<file path="config.mk">
export PLATFORM = sky130hd
export DESIGN_NAME = gpio_ports
export DESIGN_NICKNAME = d
export VERILOG_FILES = /design/src/rtl/gpio_ports_pkg.sv /design/src/rtl/gpio_word_bank.sv /design/src/rtl/gpio_read_mux.sv /design/src/rtl/gpio_periph_map.sv /design/src/rtl/gpio_ports.sv
export SDC_FILE = /design/constraint.sdc
export NUM_CORES = 1
export LEC_CHECK = 0
export ABC_AREA = 1
export BUFFER_PORTS_ARGS = -buffer_cell sky130_fd_sc_hd__buf_4
export CAP_MARGIN = 25
export CORE_UTILIZATION = 40
export CTS_CLUSTER_SIZE = 20
export DETAILED_ROUTE_END_ITERATION = 8
export MAX_ROUTING_LAYER = met4
export SLEW_MARGIN = 0
export SYNTH_ARGS = -nofsm -noshare
export SYNTH_HDL_FRONTEND = slang
export SYNTH_SLANG_ARGS = --single-unit
</file>
<file path="constraint.sdc">
create_clock -name clk -period 3.3 [get_ports clk]
set_input_delay 0.66 -clock clk [delete_from_list [all_inputs] [get_ports clk]]
set_output_delay 0.66 -clock clk [all_outputs]
set_load 0.05 [all_outputs]
</file>
<file path="src/rtl/gpio_ports_pkg.sv">
package gpio_ports_pkg;
    // Word indices whose behaviour neighbouring logic depends on
    localparam int IDX_A_DOUT = 'h00;
    localparam int IDX_A_DIN  = 'h01;
    localparam int IDX_A_OE   = 'h02;
    localparam int IDX_D_DOUT = 'h10;
    localparam int IDX_D_DIN  = 'h11;
    localparam int IDX_D_OE   = 'h12;

    // Bit positions of the board wiring
    localparam int BIT_FL_READY = 7;
    localparam int BIT_FL_ALE   = 6;
    localparam int BIT_FL_CLE   = 5;
    localparam int BIT_FL_CE    = 4;
    localparam int BIT_SN_CLK   = 1;
    localparam int BIT_SN_DATA  = 4;
endpackage

</file>
<file path="src/rtl/gpio_word_bank.sv">
module gpio_word_bank
    import gpio_ports_pkg::*;
#(
    parameter int DATA_W    = 32,
    parameter int NUM_WORDS = 23,
    parameter int IDX_W     = 6
) (
    input  logic                             clk,
    input  logic                             rst_n,
    input  logic                             wr,
    input  logic [IDX_W-1:0]                 idx,
    input  logic [DATA_W-1:0]                wdata,
    output logic [NUM_WORDS-1:0][DATA_W-1:0] words
);
    for (genvar g = 0; g < NUM_WORDS; g++) begin : g_word
        if (g == IDX_A_DIN || g == IDX_D_DIN) begin : g_virtual
            // data-in words are computed on read, never stored
            assign words[g] = '0;
        end else begin : g_store
            logic hit;
            assign hit = wr && (idx == IDX_W'(g));
            always_ff @(posedge clk or negedge rst_n) begin
                if (!rst_n) begin
                    words[g] <= '0;
                end else if (hit) begin
                    words[g] <= wdata;
                end
            end
        end
    end
endmodule

</file>
<file path="src/rtl/gpio_read_mux.sv">
module gpio_read_mux
    import gpio_ports_pkg::*;
#(
    parameter int DATA_W    = 32,
    parameter int NUM_WORDS = 23,
    parameter int IDX_W     = 6
) (
    input  logic [IDX_W-1:0]                 idx,
    input  logic [NUM_WORDS-1:0][DATA_W-1:0] words,
    input  logic                             fl_ready,
    input  logic                             sn_sdo,
    output logic [DATA_W-1:0]                rdata
);
    logic [DATA_W-1:0] stored;

    always_comb begin
        stored = '0;
        for (int i = 0; i < NUM_WORDS; i++) begin
            if (idx == IDX_W'(i)) stored = words[i];
        end
    end

    always_comb begin
        if (idx == IDX_W'(IDX_A_DIN)) begin
            rdata = words[IDX_A_DOUT] & words[IDX_A_OE];
            rdata[BIT_FL_READY] = rdata[BIT_FL_READY] | fl_ready;
        end else if (idx == IDX_W'(IDX_D_DIN)) begin
            rdata = words[IDX_D_DOUT] & words[IDX_D_OE];
            rdata[BIT_SN_DATA] = rdata[BIT_SN_DATA] | sn_sdo;
        end else begin
            rdata = stored; // zero outside the window
        end
    end
endmodule

</file>
<file path="src/rtl/gpio_periph_map.sv">
module gpio_periph_map
    import gpio_ports_pkg::*;
#(
    parameter int DATA_W = 32,
    parameter int IDX_W  = 6
) (
    input  logic              wr,
    input  logic [IDX_W-1:0]  idx,
    input  logic [DATA_W-1:0] wdata,
    input  logic [DATA_W-1:0] a_dout,
    input  logic [DATA_W-1:0] d_dout,
    output logic              fl_ale,
    output logic              fl_cle,
    output logic              fl_ce,
    output logic              sn_edge,
    output logic              sn_clk,
    output logic              sn_sdi
);
    assign fl_ale = a_dout[BIT_FL_ALE];
    assign fl_cle = a_dout[BIT_FL_CLE];
    assign fl_ce  = a_dout[BIT_FL_CE];

    logic d_write;
    assign d_write = wr && (idx == IDX_W'(IDX_D_DOUT));

    always_comb begin
        sn_edge = d_write && (wdata[BIT_SN_CLK] != d_dout[BIT_SN_CLK]);
        sn_clk  = sn_edge && wdata[BIT_SN_CLK];
        sn_sdi  = sn_edge && wdata[BIT_SN_DATA];
    end
endmodule

</file>
<file path="src/rtl/gpio_ports.sv">
module gpio_ports
    import gpio_ports_pkg::*;
#(
    parameter int ADDR_W    = 8,
    parameter int DATA_W    = 32,
    parameter int WIN_BYTES = 92
) (
    input  logic              clk,
    input  logic              rst_n,
    input  logic [ADDR_W-1:0] bus_addr,
    input  logic              bus_wr,
    input  logic [DATA_W-1:0] bus_wdata,
    output logic [DATA_W-1:0] bus_rdata,
    input  logic              flash_ready,
    output logic              flash_ale,
    output logic              flash_cle,
    output logic              flash_ce,
    input  logic              sens_sdo,
    output logic              sens_edge,
    output logic              sens_clk,
    output logic              sens_sdi
);
    localparam int NUM_WORDS = WIN_BYTES / 4;
    localparam int IDX_W     = ADDR_W - 2;

    logic [IDX_W-1:0]                 idx;
    logic [NUM_WORDS-1:0][DATA_W-1:0] words;

    assign idx = bus_addr[ADDR_W-1:2];

    gpio_word_bank #(.DATA_W(DATA_W), .NUM_WORDS(NUM_WORDS), .IDX_W(IDX_W)) u_bank (
        .clk   (clk),
        .rst_n (rst_n),
        .wr    (bus_wr),
        .idx   (idx),
        .wdata (bus_wdata),
        .words (words)
    );

    gpio_read_mux #(.DATA_W(DATA_W), .NUM_WORDS(NUM_WORDS), .IDX_W(IDX_W)) u_rmux (
        .idx      (idx),
        .words    (words),
        .fl_ready (flash_ready),
        .sn_sdo   (sens_sdo),
        .rdata    (bus_rdata)
    );

    gpio_periph_map #(.DATA_W(DATA_W), .IDX_W(IDX_W)) u_pmap (
        .wr      (bus_wr),
        .idx     (idx),
        .wdata   (bus_wdata),
        .a_dout  (words[IDX_A_DOUT]),
        .d_dout  (words[IDX_D_DOUT]),
        .fl_ale  (flash_ale),
        .fl_cle  (flash_cle),
        .fl_ce   (flash_ce),
        .sn_edge (sens_edge),
        .sn_clk  (sens_clk),
        .sn_sdi  (sens_sdi)
    );
endmodule

</file>
==> metrics <==
run status complete, but fails checks; failing checks negative setup slack; Most Crowded Layer GR met2; Synth Area per Inst 8.010 µm²; Synthesis Warnings 0; post-synth top area cell dfrtp_1; Largest regs u_bank.words: 672 flops; Clock Latency Late Sink 0.60 ns; Routed Antenna Nets 0; worst-path fanout max 6; met2 usage 37.67%; Total GRT Usage 25.93%; met3 Use GR 4.573%; Yosys reg bits 672; number of global-route vias before repair 24386; P_sw 5292 µW; switching share of total power 26.07%; Worst Skew 0 ns; CTS Buf Count 72; final setup TNS -10.88 ns; syn nets 3817; Setup WS post-layout -0.4931 ns; CORE AREA 74570 µm²; Residual DRC 0; most frequent cells in the layout 1171 x nand2_1, 696 x o21ai_0, 672 x dfrtp_1, 220 x inv_1, 209 x buf_4; CTS tree built; sequential cell area fraction in the yosys report 55.66%; max cap viols 0; power density cells 538.6 nW/µm²; GP Congestion 0.8736; WS Path Type in -> out; Pint 15010 µW; Core Util, Final 50.55%; grt ovf 0; power share of the combinational group 10.0%; Clk pwr share 40.9%; max_slew headroom 39.31%; period utilisation layout 114.9%; clock-pin slew on the worst setup and hold paths 0.06 ns; layout cells sized above 1 19.01%; fmax 263.6 MHz; Yosys top cell area share 55.66%; met1 usage 36.76%; Critical Path AT 3.13 ns; CP required 2.64 ns; Cells after Synth 3772; PortBufs 80; reg2reg path depth 3; Via density 5.266; clock buffer depth 3; global-route wire length before repair 149.4 mm; routed len/inst 19.43 µm; CTS Sinks 672; initial antenna violation count 2; drt pass-1 iters 6; Rows 100; Worst Tran Pin Value 0.9103 ns; Starting Density 40.52%; synth-to-layout area growth 24.77%; DR iter-0 viols 3032; Setup violations, final 32; Largest register FFs 672; LEAKAGE 0.01769 µW; post-DP HPWL 62.36 mm; most common cell after layout, fill and taps aside nand2_1; Hold Path Class in -> async; die height 276.8 µm; largest register by flop count u_bank.words; Die ar. 76630 µm²; nets@finish 3972; Max VDD drop 0.3529 mV; drt total wl 96.24 mm; clock root buffer clkbuf_16; H-tree level count 3; Reg power frac 49.1%; crit start category input pin; max-slew violations 0; Final Hold Viols 0; Fillers 7091; top cells by area, synth dfrtp_1 56%, nand2_1 16%, o21ai_0 12%; Mapped Area 30210 µm²; Die Span X 276.8 µm; Setup crit end kind output pin; RSZ-0062 raised after global routing true; I/O pins 83; Unique masters post-synth 25; largest net degree at the start of global routing 74; total number of vias 26084; crit path time final 3.793 ns
## cell usage after synthesis (all sizes together)
library cell	number
a21oi	49
nand2	1276
dfrtp	672
nand3	166
clkinv	1
buf	34
nor4	1
clkbuf	236
nand4	120
inv	239
nor2	211
or2	59
nor3	6
o21ai	698
o2111ai	4
## cell type report
type	count	area [µm²]	area share (%)
Antenna cell	2	5.005	0.01328
Clock inverter	20	210.2	0.5576
Tap cell	969	1212	3.216
Multi-Input combinational cell	2590	12490	33.15
Timing Repair Buffer	351	3824	10.14
Clock buffer	109	2207	5.855
Inverter	240	927.1	2.460
Sequential cell	672	16820	44.61
## per-layer routing
layer  vias up  part of all wire (%)
met5         -                     0
li1      12429                     -
met3       140                   6.4
met2       772                    45
met1     12743                    46
met4         0                   2.7
## metrics by stage
stage | area (µm²) | setup WS, ns | std cells | total power (µW) | hold slack [ns]
floorplan | 30260 | 0.01420 | 3772 | 11100 | 0.3644
global placement | 33200 | -0.5178 | 4759 | 11880 | 0.4581
detailed placement | 33200 | -0.4955 | 4759 | 11960 | 0.4656
CTS | 36980 | -0.4310 | 4929 | 20390 | 0.02633
global route | 37700 | -0.6033 | 4953 | 21180 | 0.06480
finish | 37700 | -0.4931 | 4953 | 20300 | 0.007149
## cell families after synthesis
kind of cell / share of synthesized area (%)
and+or+nand+nor: 25.32
buffers and inverters: 6.527
DFF: 55.66
AOI/OAI and AO/OA: 12.49
## what timing repair did
item                                    in CTS  in global routing
hold buffers                                 0                  0
gates resized for setup                    242                142
pin swaps                                  100                163
buffers inserted                            40                 22
gates cloned                                 4                  2
endpoints found under the setup margin      32                 33
## final timing paths
check | startpoint | endpoint | slack, ns
max | bus_addr[7] | bus_rdata[28] | -0.49
min | rst_n | u_bank.words[294] | 0.007
max reg2reg | u_bank.words[5] | u_bank.words[5] | 2.42
min reg2reg | u_bank.words[424] | u_bank.words[424] | 0.47
max in group asynchronous | rst_n | u_bank.words[478] | 2.40
min in group clk | bus_wdata[1] | u_bank.words[513] | 0.29
## power groups by stage
stage	logic, µW	clock network, µW	registers (µW)
CTS	2000	8450	9930
global route	2340	8750	10100
detailed placement	1900	0	10100
finish	2030	8300	9960
floorplan	1180	0	9920
global placement	1830	0	10000
## worst max-delay path, cell delays in order
cell	delay, ns
buf_8	0.11
nor2_4	0.18
buf_12	0.15
nand2_8	0.06
buf_4	0.13
buf_6	0.11
nor2_4	0.11
clkinv_4	0.12
buf_4	0.15
or2_0	0.20
nand2_2	0.11
nand4_1	0.17
nor2_1	0.14
nand3_1	0.14
nor2_1	0.12
nand3_1	0.09
nand2_2	0.10
nand3_2	0.09
buf_6	0.17
No activity file was read; power rests on OpenSTA's default activity.
